**config.mk**
```make
export PLATFORM = sky130hd
export DESIGN_NAME = ata_fault_sorter
export DESIGN_NICKNAME = d
export VERILOG_FILES = /design/src/rtl/fault_sort_pkg.sv /design/src/rtl/fault_sort_ctrl.sv /design/src/rtl/fault_sort_dp.sv /design/src/rtl/ata_fault_sorter.sv
export SDC_FILE = /design/constraint.sdc
export NUM_CORES = 1
export LEC_CHECK = 0
export ABC_AREA = 1
export BUFFER_PORTS_ARGS = -buffer_cell sky130_fd_sc_hd__buf_4
export CAP_MARGIN = 15
export CORE_MARGIN = 2
export CORE_UTILIZATION = 40
export DETAILED_ROUTE_END_ITERATION = 8
export PLACE_DENSITY = 0.72
export RECOVER_POWER = 50
export SLEW_MARGIN = 20
export SYNTH_ARGS = -nofsm -noshare
export SYNTH_HDL_FRONTEND = slang
export SYNTH_HIERARCHICAL = 1
export SYNTH_SLANG_ARGS = --single-unit
```
**constraint.sdc**
```tcl
create_clock -name clk -period 1.29 [get_ports clk]
set_clock_uncertainty 0.05 [all_clocks]
set_input_delay 0 -clock clk [delete_from_list [all_inputs] [get_ports clk]]
set_output_delay 0 -clock clk [all_outputs]
set_load 0.01 [all_outputs]
```
**src/rtl/fault_sort_pkg.sv**
```systemverilog
package fault_sort_pkg;
  localparam int REG_W   = 8;
  localparam int PHASE_W = 3;
  localparam int NUM_CAT = 10;
  localparam int ACT_W   = 2;
  localparam int CAT_IW  = $clog2(NUM_CAT);

  // STATUS / ERROR bit positions fixed by the device protocol
  localparam int ST_BSY  = 7;
  localparam int ST_DRDY = 6;
  localparam int ST_DRQ  = 3;
  localparam int ST_ERR  = 0;
  localparam int ER_ICRC = 7;
  localparam int ER_UNC  = 6;
  localparam int ER_IDNF = 4;

  localparam int CAT_OK    = 0;
  localparam int CAT_HSM   = 1;
  localparam int CAT_BUS   = 2;
  localparam int CAT_NCQ   = 3;
  localparam int CAT_CHK   = 4;
  localparam int CAT_MEDIA = 5;
  localparam int CAT_ADDR  = 6;
  localparam int CAT_OTHER = 7;
  localparam int CAT_LATE  = 8;
  localparam int CAT_UNK   = 9;

  typedef enum logic [PHASE_W-1:0] {
    PH_PRE = 3'd0, PH_PIO = 3'd1, PH_CDB = 3'd2, PH_POST = 3'd3,
    PH_DONE = 3'd4, PH_NCQ = 3'd5, PH_PKT = 3'd6, PH_IDLE = 3'd7
  } phase_e;

  typedef enum logic [ACT_W-1:0] {
    ACT_NONE = 2'd0, ACT_REPORT = 2'd1, ACT_RESET = 2'd2, ACT_RESET_SLOW = 2'd3
  } action_e;

  // strobes from control to datapath
  typedef struct packed {
    logic capture;
    logic timeout;
    logic late;
    logic phPre;
    logic phPio;
    logic phCdb;
    logic phPost;
    logic phDone;
    logic phNcq;
    logic phPkt;
  } sortCtl_t;

  function automatic action_e actionFor(input logic [CAT_IW-1:0] idx);
    case (idx)
      CAT_OK:             return ACT_NONE;
      CAT_HSM, CAT_BUS:   return ACT_RESET_SLOW;
      CAT_LATE, CAT_UNK:  return ACT_RESET;
      default:            return ACT_REPORT;
    endcase
  endfunction
endpackage

```
**src/rtl/fault_sort_ctrl.sv**
```systemverilog
module fault_sort_ctrl
  import fault_sort_pkg::*;
(
  input  logic               obsValid,
  input  logic [PHASE_W-1:0] phaseIn,
  input  logic               timedOut,
  input  logic               cmdDone,
  output sortCtl_t           ctl
);
  phase_e ph;
  assign ph = phase_e'(phaseIn);

  always_comb begin
    ctl         = '0;
    ctl.capture = obsValid;
    ctl.timeout = timedOut;
    ctl.late    = timedOut & cmdDone;
    unique case (ph)
      PH_PRE:  ctl.phPre  = 1'b1;
      PH_PIO:  ctl.phPio  = 1'b1;
      PH_CDB:  ctl.phCdb  = 1'b1;
      PH_POST: ctl.phPost = 1'b1;
      PH_DONE: ctl.phDone = 1'b1;
      PH_NCQ:  ctl.phNcq  = 1'b1;
      PH_PKT:  ctl.phPkt  = 1'b1;
      default: ;
    endcase
  end
endmodule

```
**src/rtl/fault_sort_dp.sv**
```systemverilog
module fault_sort_dp
  import fault_sort_pkg::*;
(
  input  logic               clk,
  input  logic               rst_n,
  input  sortCtl_t           ctl,
  input  logic [REG_W-1:0]   statusIn,
  input  logic [REG_W-1:0]   errorIn,
  output logic [NUM_CAT-1:0] catOut,
  output logic [ACT_W-1:0]   actOut,
  output logic               catValid
);
  logic bsy, drdy, drq, err, devErr, hsmHit, decodesErr;
  logic [CAT_IW-1:0]  selIdx;
  logic [NUM_CAT-1:0] nextCat;

  assign bsy    = statusIn[ST_BSY];
  assign drdy   = statusIn[ST_DRDY];
  assign drq    = statusIn[ST_DRQ];
  assign err    = statusIn[ST_ERR];
  assign devErr = ~bsy & err;

  assign hsmHit = (ctl.phPre  & ~(~bsy & drdy & ~drq))
                | (ctl.phPio  & ~bsy & ~drq)
                | (ctl.phCdb  & devErr)
                | (ctl.phDone & drq);

  assign decodesErr = ctl.phPio | ctl.phDone | ctl.phPkt;

  always_comb begin
    selIdx = CAT_IW'(CAT_OK);
    if (ctl.timeout)
      selIdx = ctl.late ? CAT_IW'(CAT_LATE) : CAT_IW'(CAT_UNK);
    else if (hsmHit)
      selIdx = CAT_IW'(CAT_HSM);
    else if (devErr) begin
      if (ctl.phPost)           selIdx = CAT_IW'(CAT_CHK);
      else if (ctl.phNcq)       selIdx = CAT_IW'(CAT_NCQ);
      else if (decodesErr) begin
        if (errorIn[ER_ICRC])      selIdx = CAT_IW'(CAT_BUS);
        else if (errorIn[ER_UNC])  selIdx = CAT_IW'(CAT_MEDIA);
        else if (errorIn[ER_IDNF]) selIdx = CAT_IW'(CAT_ADDR);
        else                       selIdx = CAT_IW'(CAT_OTHER);
      end
    end
  end

  for (genvar g = 0; g < NUM_CAT; g++) begin : g_onehot
    assign nextCat[g] = (selIdx == CAT_IW'(g));
  end

  always_ff @(posedge clk) begin
    if (!rst_n) begin
      catOut   <= '0;
      actOut   <= '0;
      catValid <= 1'b0;
    end else begin
      catValid <= ctl.capture;
      if (ctl.capture) begin
        catOut <= nextCat;
        actOut <= actionFor(selIdx);
      end
    end
  end
endmodule

```
**src/rtl/ata_fault_sorter.sv**
```systemverilog
module ata_fault_sorter
  import fault_sort_pkg::*;
(
  input  logic               clk,
  input  logic               rst_n,
  input  logic               obsValid,
  input  logic [REG_W-1:0]   statusIn,
  input  logic [REG_W-1:0]   errorIn,
  input  logic [PHASE_W-1:0] phaseIn,
  input  logic               timedOut,
  input  logic               cmdDone,
  output logic [NUM_CAT-1:0] catOut,
  output logic [ACT_W-1:0]   actOut,
  output logic               catValid
);
  sortCtl_t ctl;

  fault_sort_ctrl u_ctrl (
    .obsValid(obsValid), .phaseIn(phaseIn), .timedOut(timedOut),
    .cmdDone(cmdDone), .ctl(ctl)
  );

  fault_sort_dp u_dp (
    .clk(clk), .rst_n(rst_n), .ctl(ctl), .statusIn(statusIn),
    .errorIn(errorIn), .catOut(catOut), .actOut(actOut), .catValid(catValid)
  );
endmodule

```
==> results of run 1 <==
-- sequential cells by signal, indices dropped and copies added, names as in the netlist --
signal	flops
u_dp/actOut	2
u_dp/catOut	10
u_dp/catValid	1
-- report_power, final --
group | internal, W | total (W) | switching [W]
Sequential | 0.000413 | 0.000418 | 0.00000526
Combinational | 0.0000713 | 0.000166 | 0.0000949
Clock | 0.000119 | 0.000241 | 0.000121
-- placed cells by master, fill, tap and decap left out --
master and instances:
sky130_fd_sc_hd__nand3_2 2, sky130_fd_sc_hd__a21oi_1 1, sky130_fd_sc_hd__clkbuf_4 3, sky130_fd_sc_hd__o21ai_0 2, sky130_fd_sc_hd__nor2_2 3, sky130_fd_sc_hd__dlygate4sd3_1 2
sky130_fd_sc_hd__o31ai_1 1, sky130_fd_sc_hd__buf_4 15, sky130_fd_sc_hd__a21boi_1 1, sky130_fd_sc_hd__nor2_1 16, sky130_fd_sc_hd__clkbuf_1 14, sky130_fd_sc_hd__nor3_2 1
sky130_fd_sc_hd__inv_1 17, sky130_fd_sc_hd__nand2_2 2, sky130_fd_sc_hd__dfxtp_1 13, sky130_fd_sc_hd__o21ai_1 7, sky130_fd_sc_hd__nand2_1 32, sky130_fd_sc_hd__nand3_1 10
sky130_fd_sc_hd__inv_2 3, sky130_fd_sc_hd__o21ai_2 1
-- cell type report --
cell class	count	area, µm²	share of cell area, %
clock buffers	4	26.3	2.80
inverters	20	75.1	7.99
multi-input cells	79	365	38.9
flip-flops and latches	13	260	27.7
well taps	25	31.3	3.33
repair buffers	30	181	19.3
-- metrics by stage --
stage | util [%] | instance area [µm²] | power (W)
final | 55.0 | 940 | 0.000825
after global routing | 55.0 | 940 | 0.000872
after CTS | 57.9 | 988 | 0.000838
after detailed placement | 55.2 | 942 | 0.000598
after global placement | 55.2 | 942 | 0.000595
after floorplan | - | 716 | 0.000527
-- cell families after synthesis --
group,Yosys count,synth area share [%]
AO/OA/AOI/OAI,13,10.3
flip-flops,13,36.4
buffers and inverters,22,12.6
AND/OR/NAND/NOR,66,40.7
-- critical path: cells and delay by family --
kind / cells / cell delay, ps
and+or+nand+nor: 7 / 550
buffers and inverters: 4 / 760
-- path summary, 6_finish.rpt --
kind                                                  start                          end  slack (ps)  cells after the start
worst max-delay path                                cmdDone  u_dp/actOut[1]$_SDFFE_PN0P_         150                     11
worst max register to register  u_dp/actOut[0]$_SDFFE_PN0P_  u_dp/actOut[0]$_SDFFE_PN0P_         560                      4
worst min register to register  u_dp/catOut[5]$_SDFFE_PN0P_  u_dp/catOut[5]$_SDFFE_PN0P_         410                      2
worst min-delay path                               timedOut  u_dp/catOut[9]$_SDFFE_PN0P_          10                      3
-- layer usage --
metal / GRT usage (%) / vias to the layer above / share of wire, %
met3: 2.35 / 2 / 5.9
li1: - / 415 / -
met2: 29.4 / 19 / 51
met5: 0 / - / 0
met4: 6.86 / 0 / 1.1
met1: 19.5 / 323 / 41
==> results by stage, run 1 <==
Placement:
- The HPWL after detailed placement is around 1.2 mm.
- During placement, the flow inserted port buffers numbering 27.
- The final RePlAce weighted congestion is 0.764.
- Before CTS, the worst setup slack after placement is -29.0 ps.
- The count of placed standard cells including taps is 165.

Synth:
- The netlist area before placement is between 700 and 800 µm².
- In the synthesized netlist the dominant register cell turns out to be sky130_fd_sc_hd__dfxtp_1.
- The proportion of register bits with asynchronous set or reset after synthesis is 0%.
- Counting flops and latches in the post-synthesis netlist gives 13.
- The netlist uses 17 different library cells.
- The most frequent cell after synthesis is sky130_fd_sc_hd__nand2_1.
- The total number of yosys warnings is 6.
- The synthesized instance count is around 110.
- A synthesized cell averages ~6.3 µm².
- Yosys attributes the largest share of cell area to sky130_fd_sc_hd__dfxtp_1 (36%), sky130_fd_sc_hd__nand2_1 (17%), sky130_fd_sc_hd__inv_1 (8.9%), sky130_fd_sc_hd__nor2_1 (8.4%), sky130_fd_sc_hd__nand3_1 (7.0%).
- The share of synthesized area occupied by flip-flops and latches is between 30% and 40%.
- When the netlist entered floorplanning its net count stood at 138.
- The top-area cell type share of the netlist area is 36.4%.
- The cell type with the highest aggregate area in the netlist is sky130_fd_sc_hd__dfxtp_1.
- The commonest cells after synthesis are sky130_fd_sc_hd__nand2_1 (32), sky130_fd_sc_hd__inv_1 (17), sky130_fd_sc_hd__nor2_1 (16).
- Counting flops with a built-in enable in the synthesized netlist gives 0.

CTS:
- The CTS root buffer is sky130_fd_sc_hd__clkbuf_4.
- The clock-pin transition on the worst setup and hold timing paths is roughly 80 ps.
- The number of setup buffers added after CTS is 0.
- The clock passes through at most 2 buffers.
- The clock insertion delay at the later pin of the skew report is between 200 and 300 ps.
- Buffers inserted during clock tree synthesis total 3.
- The post-cts hold buffer count is 2.
- The number of cells upsized or downsized after cts is 0.
- The TritonCTS clock tree is yes.
- The total number of clock tree sinks is 13.
- In this run the number of H-tree levels came out at 1.

Worst setup path:
- The worst setup path is launched from an input pin.
- On the worst path, the slowest cell contributes a delay of 540 ps.
- The kind of end point of the critical path is a flip-flop.
- Data arrives at the worst endpoint at between 1000 and 1500 ps.
- The worst setup path category is input pin to flip-flop.
- By instance count, the cell type seen most on the critical path is sky130_fd_sc_hd__nand2_1.
- At the worst endpoint, the required time is between 1000 and 1500 ps.
- The critical path goes through dlygate4sd3_1 -> buf_4 -> nand2_1 -> inv_1 -> nand2_1 -> nand2_2 -> nor2_2 -> nand2_2 -> nand3_2 -> nand2_1 -> inv_1.
- The maximum fanout along the worst path is 4.
- The cell with the largest stage delay on the worst path is sky130_fd_sc_hd__dlygate4sd3_1.

Floorplanning:
- The number of core rows is 15.
- The die area is 2140 µm².
- Measured along the y axis, the die boundary spans 46.3 µm.
- After floorplanning, the core was sized to cover 1710 µm².
- The effective utilization at floorplan is about two fifths.
- Measured along the x axis, the die boundary spans ~46 µm.
- The I/O pin count is 37.

Route:
- The routed length per placed instance is 8.85 µm.
- Using the TritonRoute via totals, the vias-per-cell ratio works out to approximately 4.4.
- The number of remaining DRC errors is 0.
- After the first detailed-routing iteration, the DRC count stood at 13.
- The routed design has between 1.5 and 2 mm of wire.
- The remaining antenna violation count after routing is 0.
- The length of the first detailed-routing pass in iterations is 4.
- Summing over every cut layer, the via total after detailed routing is 759.

Global route:
- The via count of the first global-routing pass is just under 700.
- The wire length of the first global-routing pass is 2.55 mm.
- The total global routing track utilization is between 10% and 20%.
- The pin count of the biggest net entering global routing is 11.
- The initial antenna violation count is 0.
- The global-route congestion overflow total is 0.

Timing:
- The slew of the pin with the lowest slew margin is 302 ps.
- The number of hold-slack violations in the final timing report is 0.
- The setup violation total in the final timing report is 0.
- In this run the tightest slew margin relative to its limit is 79.8%.
- Setup repair after global routing left no endpoint under its margin.
- Derived from the worst setup path, the maximum achievable clock frequency is between 0.8 and 0.9 GHz.
- Dividing the final minimum period by the clock period gives around nine tenths.
- Subtracting the final worst setup slack from the clock period gives approximately 1100 ps.
- The number of pins exceeding their max-slew limit in the final report came to 0.
- The post-route worst setup slack is 153 ps.
- For the final routed database, the setup TNS stands at 0 ps.
- The worst hold slack across all endpoints is approximately 10 ps.

Cells and area:
- Counting the fill cells in the layout gives around 180.
- The final cell count without fillers is 171.
- Of the cells placed in the final design, the portion with a size suffix greater than 1 is 20.5%.
- Relative to the synthesized area, the layout overhead comes to 31.3%.
- The repair_antennas step left the layout with diodes totalling 0.
- The number of nets in the finished design is 171.

Power:
- The maximum ir drop on the vdd rail is 0.000412 V.
- Dividing total power by cell area gives a power density of 878 nW/µm².
- Summed over all cells, the static leakage comes to between 0.4 and 0.5 nW.

Flow run:
- The tool flagged a number of max-cap violations equal to 0.

Hold path:
- The tightest min-delay check is of the input pin to flip-flop type.

Run status:
- The flow ran to the end, and the final reports show no timing, DRC or antenna violations.
No activity file was read; power rests on OpenSTA's default activity.
==> inputs of run 2 (changes only) <==
--- a/config.mk
+++ b/config.mk
@@ -10,6 +10,7 @@
 export CAP_MARGIN = 15
 export CORE_MARGIN = 2
 export CORE_UTILIZATION = 40
+export CTS_BUF_LIST = sky130_fd_sc_hd__clkbuf_2 sky130_fd_sc_hd__clkbuf_4 sky130_fd_sc_hd__clkbuf_8
 export DETAILED_ROUTE_END_ITERATION = 8
 export PLACE_DENSITY = 0.72
 export RECOVER_POWER = 50
==> run 2 against run 1 <==
  * Core utilization grew 0.22 points
  * Sequential power is essentially flat
  * Largest cell class unchanged
  * Sequential share of layout area shrank 0.11 points
==> results by stage, run 2 (synthesis results as in run 1) <==
Power:
- The cell internal power dissipation is 0.000625 W (+3.5%).
- The switching component of the power is 0.000222 W (about the same).
- The power per cell area was 897 nW/µm² (+2.2%).
- The share of power burned in combinational logic is 19.7% (-0.4 points).
- The sum of internal, switching and leakage power was 0.000846 W (+2.6%).
- The share of total power in the clock network came to 30.9% (+1.7 points).
- The switching fraction of total power is 26.2% (-0.65 points).
- The static leakage is 0.473 nW (+0.73%).
- The sequential power share was 49.4% (-1.3 points).
- The maximum ir drop on the vdd rail is 0.000412 V (about the same).

Cells and area:
- The flip-flop count of the largest register after layout is 10 (unchanged).
- The register with the most flip-flops is u_dp/catOut.
- In the layout the commonest cells are sky130_fd_sc_hd__nand2_1 (32), sky130_fd_sc_hd__inv_1 (17), sky130_fd_sc_hd__nor2_1 (16).
- The number of nets in the finished design was 171 (unchanged).
- Leaving out fill and tap cells, the most frequent cell in the layout is sky130_fd_sc_hd__nand2_1.
- The end-of-flow core utilization is 55.2% (+0.22 points).
- The antenna diode instance count is 0 (unchanged).
- The final cell count without fillers is 171 (unchanged).
- The relative area change from synthesis to final layout is 31.8%.
- The share of post-route cells with drive strength above 1 is 21.2% (+0.68 points).
- In the final layout, the registers with the most flip-flops are u_dp/catOut (10), u_dp/actOut (2), u_dp/catValid (1).

Route:
- The routed length per placed instance is 8.85 µm (about the same).
- The length of the first detailed-routing pass in iterations is 4 (unchanged).
- The total via count in the routed design is 760 (+0.13%).
- The via density per instance is 4.44 (+0.13%).
- The remaining antenna violation count after routing is 0 (unchanged).
- The number of remaining DRC errors was 0 (unchanged).
- The violation count after the first detailed-route iteration is 14 (+1).
- The total detailed-routing wirelength is 1.51 mm (about the same).

Worst setup path:
- The most numerous cell type found on the critical path is sky130_fd_sc_hd__nand2_1.
- STA classifies the critical path endpoint as a flip-flop.
- The worst setup path is of the input pin to flip-flop kind.
- The delay contributed by the slowest stage of the critical path came to 540 ps (about the same).
- The maximum fanout along the worst path is 4 (unchanged).
- The number of buffers and inverters on the critical path was 4 (unchanged).
- The cell with the largest stage delay on the worst path is sky130_fd_sc_hd__dlygate4sd3_1.
- Traced cell by cell, the critical path runs through dlygate4sd3_1 -> buf_4 -> nand2_1 -> inv_1 -> nand2_1 -> nand2_2 -> nor2_2 -> nand2_2 -> nand3_2 -> nand2_1 -> inv_1.
- The worst setup path is launched from an input pin.
- The source of the worst register-to-register timing path is u_dp/actOut[0]$_SDFFE_PN0P_.
- Tracing the worst setup path back leads to its startpoint at cmdDone.
- Among cell families on the critical path, the largest total delay comes from buffers and inverters.
- The worst path arrival time is 1310 ps (about the same).
- The required time reported for the critical path endpoint is 1460 ps (about the same).

Global route:
- The via count of the first global-routing pass was 676 (unchanged).
- The global-route congestion overflow total is 0 (unchanged).
- The initial antenna violation count is 0 (unchanged).
- The pin count of the biggest net entering global routing is 11 (unchanged).
- The wire length of the first global-routing pass is 2.55 mm (unchanged).
- The total global routing track utilization is 16.6% (unchanged).

Timing:
- The share of the clock period used by the worst path after layout is 88.2% (about the same).
- The time the final worst path needs with I/O delays and setup is 1140 ps (+0.186 ps).
- The peak clock frequency supported by timing was 0.879 GHz (about the same).
- Setup repair after global routing left no endpoint under its margin.
- The number of pins exceeding their max-slew limit in the final report came to 0 (unchanged).
- The worst hold slack across all endpoints was 9.88 ps (-0.0294 ps).
- The setup violation total in the final timing report was 0 (unchanged).
- The slew of the pin with the lowest slew margin is 309 ps (+7.15 ps).
- The number of hold-slack violations in the final timing report was 0 (unchanged).
- The worst relative slew slack is 79.3% (-0.48 points).

CTS:
- TritonCTS built the clock tree.
- The number of cells upsized or downsized after cts is 0 (unchanged).
- The TritonCTS buffer count came to 3 (unchanged).
- The clock-pin transition on the worst setup and hold timing paths is 80 ps (about the same).
- The maximum number of buffers from clock root to sink was 2 (unchanged).
- The number of setup buffers added after CTS was 0 (unchanged).
- The tree is rooted in a sky130_fd_sc_hd__clkbuf_4.
- The number of levels the H-tree was split into is 1 (unchanged).
- The total number of clock tree sinks was 13 (unchanged).
- The clock insertion delay at the later pin of the skew report came to 270 ps (about the same).

Placement:
- The HPWL after detailed placement is 1.21 mm (unchanged).
- The final RePlAce weighted congestion is 0.764 (unchanged).
- The count of input and output buffers is 27 (unchanged).
- The count of placed standard cells including taps came to 165 (unchanged).

Flow run:
- The max-capacitance violation count is 0 (unchanged).

Floorplanning:
- The die extent in y is 46.3 µm (unchanged).
- The die area was 2140 µm² (unchanged).
- The number of core rows is 15 (unchanged).
- The width of the die is 46.3 µm (unchanged).
- The area of the core was 1710 µm² (unchanged).
- The effective utilization at floorplan came to 41.9% (unchanged).
- The I/O pin count came to 37 (unchanged).

Hold path:
- The launch instance of the worst min-delay path is timedOut.
- The path type of the worst min-delay path is input pin to flip-flop.

Run status:
- The run finished with clean final reports.
## run 2: cell counts in the layout (fill, tap and decap cells not counted)
No cell type changed its count.
## run 2: timing repair
| action | CTS | global route |
|---|---|---|
| setup endpoints to repair | 0 | 0 |
| endpoints found under the hold margin | 2 | 0 |
| hold buffers | 2 | 0 |
## run 2: layout make-up
type / instances / area, µm²
inverters: 20 / 75.1
multi-input cells: 79 / 365
clock buffers: 4 / 30.0
repair buffers: 30 / 181
flip-flops and latches: 13 / 260
well taps: 25 / 31.3
fillers: 179 / 764
## run 2: worst paths after layout
kind,end,slack (ps),cells past startpoint
worst min register to register,u_dp/catOut[5]$_SDFFE_PN0P_,410,2
worst max-delay path,u_dp/actOut[1]$_SDFFE_PN0P_,150,11
worst min-delay path,u_dp/catOut[9]$_SDFFE_PN0P_,10,3
worst max register to register,u_dp/actOut[0]$_SDFFE_PN0P_,560,4
## run 2: metal layers
layer  global-route usage (%)  vias to the layer above  routed length, µm
met4                     6.86                        0                 17
met1                     19.5                      324                623
li1                         -                      413                  -
met3                     2.35                        2                 94
met5                        0                        -                  0
met2                     29.4                       21                779
## run 2: power groups by stage
stage | logic (W) | clock network [W] | registers (W)
after floorplan | 0.0000935 | 0 | 0.000433
after global placement | 0.000168 | 0 | 0.000427
after detailed placement | 0.000171 | 0 | 0.000428
after CTS | 0.000176 | 0.000266 | 0.000418
after global routing | 0.000190 | 0.000284 | 0.000419
final | 0.000166 | 0.000262 | 0.000418
## run 2: worst min-delay path, stage by stage
cell	delay, ps
sky130_fd_sc_hd__buf_4	130
sky130_fd_sc_hd__inv_1	70
sky130_fd_sc_hd__o31ai_1	70
## run 2: metrics by stage
| stage | cell area (µm²) | worst slack (ps) | TNS, ps |
|---|---|---|---|
| 2_1_floorplan | 716 | 243 | 0 |
| 4_1_cts | 992 | 158 | 0 |
| 3_5_place_dp | 942 | -29.0 | -29.0 |
| 5_1_grt | 943 | 58.9 | 0 |
| 6_report | 943 | 153 | 0 |
| 3_3_place_gp | 942 | -10.6 | -10.6 |
==> inputs of run 3 (changes only) <==
--- a/config.mk
+++ b/config.mk
@@ -12,6 +12,7 @@
 export CORE_UTILIZATION = 40
 export CTS_BUF_LIST = sky130_fd_sc_hd__clkbuf_2 sky130_fd_sc_hd__clkbuf_4 sky130_fd_sc_hd__clkbuf_8
 export DETAILED_ROUTE_END_ITERATION = 8
+export GPL_TIMING_DRIVEN = 0
 export PLACE_DENSITY = 0.72
 export RECOVER_POWER = 50
 export SLEW_MARGIN = 20
==> run 3 against run 2 <==
  * Sequential cell count did not move
  * Sequential power barely moved
  * Clock power fell by 2%
  * First-iteration DRC count rose by 50%
  * Total power fell by 0.33%
  * Critical path depth did not move
  * Largest cell class unchanged
  * Largest power group unchanged
  * Maximum frequency fell by 2.5%
  * Highest routed layer unchanged
==> results by stage, run 3 (synthesis results as in run 1) <==
Worst setup path:
- The delay contributed by the slowest stage of the critical path is 550 ps (about the same).
- The worst setup path is captured at a flip-flop.
- The critical path goes through buf_4 -> dlygate4sd3_1 -> nand2_1 -> inv_1 -> nand2_1 -> nand2_2 -> nor2_2 -> nand2_2 -> nand3_2 -> nand2_1 -> inv_1.
- The worst setup path category is input pin to flip-flop.
- The number of buffers and inverters on the critical path came to 4 (unchanged).
- The critical path startpoint category is an input pin.
- The critical path's top delay family is buffers and inverters.
- The library cell appearing most often on the critical path is sky130_fd_sc_hd__nand2_1.
- The slowest stage of the critical path is the sky130_fd_sc_hd__dlygate4sd3_1 cell.
- The worst path arrival time is 1330 ps (+20 ps).
- The required time reported for the critical path endpoint was 1460 ps (about the same).
- The maximum fanout along the worst path was 4 (unchanged).

CTS:
- The clock insertion delay at the later pin of the skew report is 260 ps (about the same).
- The maximum number of buffers from clock root to sink is 2 (unchanged).
- TritonCTS built the clock tree.
- The number of levels the H-tree was split into is 1 (unchanged).
- The clock-pin transition on the worst setup and hold timing paths is 80 ps (about the same).
- The total number of clock tree sinks is 13 (unchanged).
- The TritonCTS buffer count is 3 (unchanged).
- The CTS root buffer is sky130_fd_sc_hd__clkbuf_4.

Floorplanning:
- The effective utilization at floorplan is 41.9% (unchanged).
- The die extent in y was 46.3 µm (unchanged).
- The die area is 2140 µm² (unchanged).
- The width of the die is 46.3 µm (unchanged).
- The number of core rows is 15 (unchanged).
- The area of the core is 1710 µm² (unchanged).
- The I/O pin count is 37 (unchanged).

Cells and area:
- The library cells used most frequently in the layout, excluding fill and tap cells, are sky130_fd_sc_hd__nand2_1 (32), sky130_fd_sc_hd__inv_1 (17), sky130_fd_sc_hd__buf_4 (15), sky130_fd_sc_hd__nor2_1 (15).
- The share of post-route cells with drive strength above 1 came to 21.8% (+0.54 points).
- The library cell used most frequently in the layout, excluding fill and tap cells, is sky130_fd_sc_hd__nand2_1.
- The relative area change from synthesis to final layout is 33.6%.
- The end-of-flow core utilization is 56.0% (+0.73 points).
- The number of nets in the finished design was 172 (+0.58%).
- The flip-flop count of the largest register after layout came to 10 (unchanged).
- The antenna diode instance count is 0 (unchanged).
- The footprint of the multi-input gates is 368 µm² (+0.69%).
- The count of filler cells inserted in the layout is 181 (+1.1%).
- The largest registers in the layout are u_dp/catOut (10), u_dp/actOut (2), u_dp/catValid (1).
- The area taken by flip-flops and latches is 260 µm² (unchanged).
- The register with the most flip-flops is u_dp/catOut.

Global route:
- The via count of the first global-routing pass is 647 (-4.3%).
- The initial antenna violation count is 0 (unchanged).
- The pin count of the biggest net entering global routing came to 11 (unchanged).
- The total global routing track utilization is 16.1% (-0.48 points).
- The global-route congestion overflow total was 0 (unchanged).
- The wire length of the first global-routing pass was 2.45 mm (-3.8%).

Route:
- The violation count after the first detailed-route iteration is 21 (+7).
- The number of remaining DRC errors came to 0 (unchanged).
- The routed length per placed instance is 8.53 µm (-3.6%).
- The remaining antenna violation count after routing came to 0 (unchanged).
- The total via count in the routed design is 761 (+0.13%).
- The length of the first detailed-routing pass in iterations came to 4 (unchanged).
- The total detailed-routing wirelength was 1.47 mm (-3.0%).
- The via density per instance came to 4.42 (-0.45%).

Timing:
- The peak clock frequency supported by timing is 0.857 GHz (-2.5%).
- The number of pins exceeding their max-slew limit in the final report came to 0 (unchanged).
- The share of the clock period used by the worst path after layout is 90.4% (+2.3 points).
- The post-route worst setup slack is 124 ps (-29.2 ps).
- The setup violation total in the final timing report was 0 (unchanged).
- Setup repair after global routing left no endpoint under its margin.
- The total negative setup slack is 0 ps (unchanged).
- The number of hold-slack violations in the final timing report is 0 (unchanged).
- The worst hold slack across all endpoints is 30.3 ps (+20.5 ps).
- The worst relative slew slack is 75.6% (-3.7 points).
- The time the final worst path needs with I/O delays and setup came to 1170 ps (+29.2 ps).
- The slew of the pin with the lowest slew margin is 365 ps (+55.9 ps).

Hold path:
- The path type of the worst min-delay path is input pin to flip-flop.

Power:
- The power per cell area is 882 nW/µm² (-1.6%).
- The sum of internal, switching and leakage power is 0.000843 W (-0.33%).
- The static leakage is 0.477 nW (+0.92%).
- The maximum ir drop on the vdd rail was 0.000316 V (-23%).

Placement:
- The worst slack after detailed placement is -29.2 ps (-0.188 ps).
- The HPWL after detailed placement is 1.23 mm (+1.5%).
- The count of input and output buffers was 26 (-3.7%).
- The final RePlAce weighted congestion came to 0.777 (+1.8%).

Flow run:
- The max-capacitance violation count was 0 (unchanged).

Run status:
- The run finished with clean final reports.
-- run 3: changes by cell type in the layout (fill, tap and decap cells not counted) --
| cell | previous run | this run |
|---|---|---|
| sky130_fd_sc_hd__dlygate4sd3_1 | 2 | 3 |
| sky130_fd_sc_hd__nor2_2 | 3 | 4 |
| sky130_fd_sc_hd__nor2_1 | 16 | 15 |
-- run 3: path summary, 6_finish.rpt --
path | endpoint | slack, ps | from | depth (start not counted)
worst max register to register | u_dp/actOut[0]$_SDFFE_PN0P_ | 550 | u_dp/actOut[0]$_SDFFE_PN0P_ | 4
worst min-delay path | u_dp/actOut[1]$_SDFFE_PN0P_ | 30 | obsValid | 5
worst min register to register | u_dp/catOut[6]$_SDFFE_PN0P_ | 410 | u_dp/catOut[6]$_SDFFE_PN0P_ | 2
worst max-delay path | u_dp/actOut[1]$_SDFFE_PN0P_ | 120 | timedOut | 11
-- run 3: metrics by stage --
| step | instance area (µm²) | cells |
|---|---|---|
| floorplan | 716 | 114 |
| global placement | 942 | 165 |
| detailed placement | 942 | 165 |
| CTS | 1000 | 172 |
| global route | 956 | 172 |
| finish | 956 | 172 |
-- run 3: routing by layer --
layer | share of wire (%) | GRT usage [%] | vias to the layer above
met5 | 0 | 0 | -
met4 | 1.7 | 8.57 | 0
met3 | 5.0 | 3.53 | 2
met2 | 48 | 27.2 | 19
met1 | 45 | 18.6 | 321
li1 | - | - | 419
-- run 3: cell type report --
cell class	count	area share (%)
clock buffer	4	3.14
sequential	13	27.2
tap	25	3.27
buffer	2	1.57
multi-input combinational	79	38.5
timing repair buffer	29	18.5
inverter	20	7.85
-- run 3: report_power, final --
| group | switching [W] | leakage, nW | internal (W) |
|---|---|---|---|
| Clock | 0.000116 | 0.0184 | 0.000140 |
| Sequential | 0.00000516 | 0.106 | 0.000413 |
| Combinational | 0.0000953 | 0.353 | 0.0000735 |
| Total | 0.000217 | 0.477 | 0.000627 |
-- run 3: worst reg2reg max path, stage by stage (launching register included) --
cell and delay [ps]:
sky130_fd_sc_hd__dfxtp_1 320, sky130_fd_sc_hd__nand2_1 60, sky130_fd_sc_hd__nand2_1 50, sky130_fd_sc_hd__a21oi_1 110, sky130_fd_sc_hd__nor2_1 60
-- run 3: what timing repair did --
action	in CTS	in global routing
endpoints found under the hold margin	2	0
hold buffers	3	0
buffers inserted	0	0
setup endpoints to repair	0	9
gates resized for setup	0	1
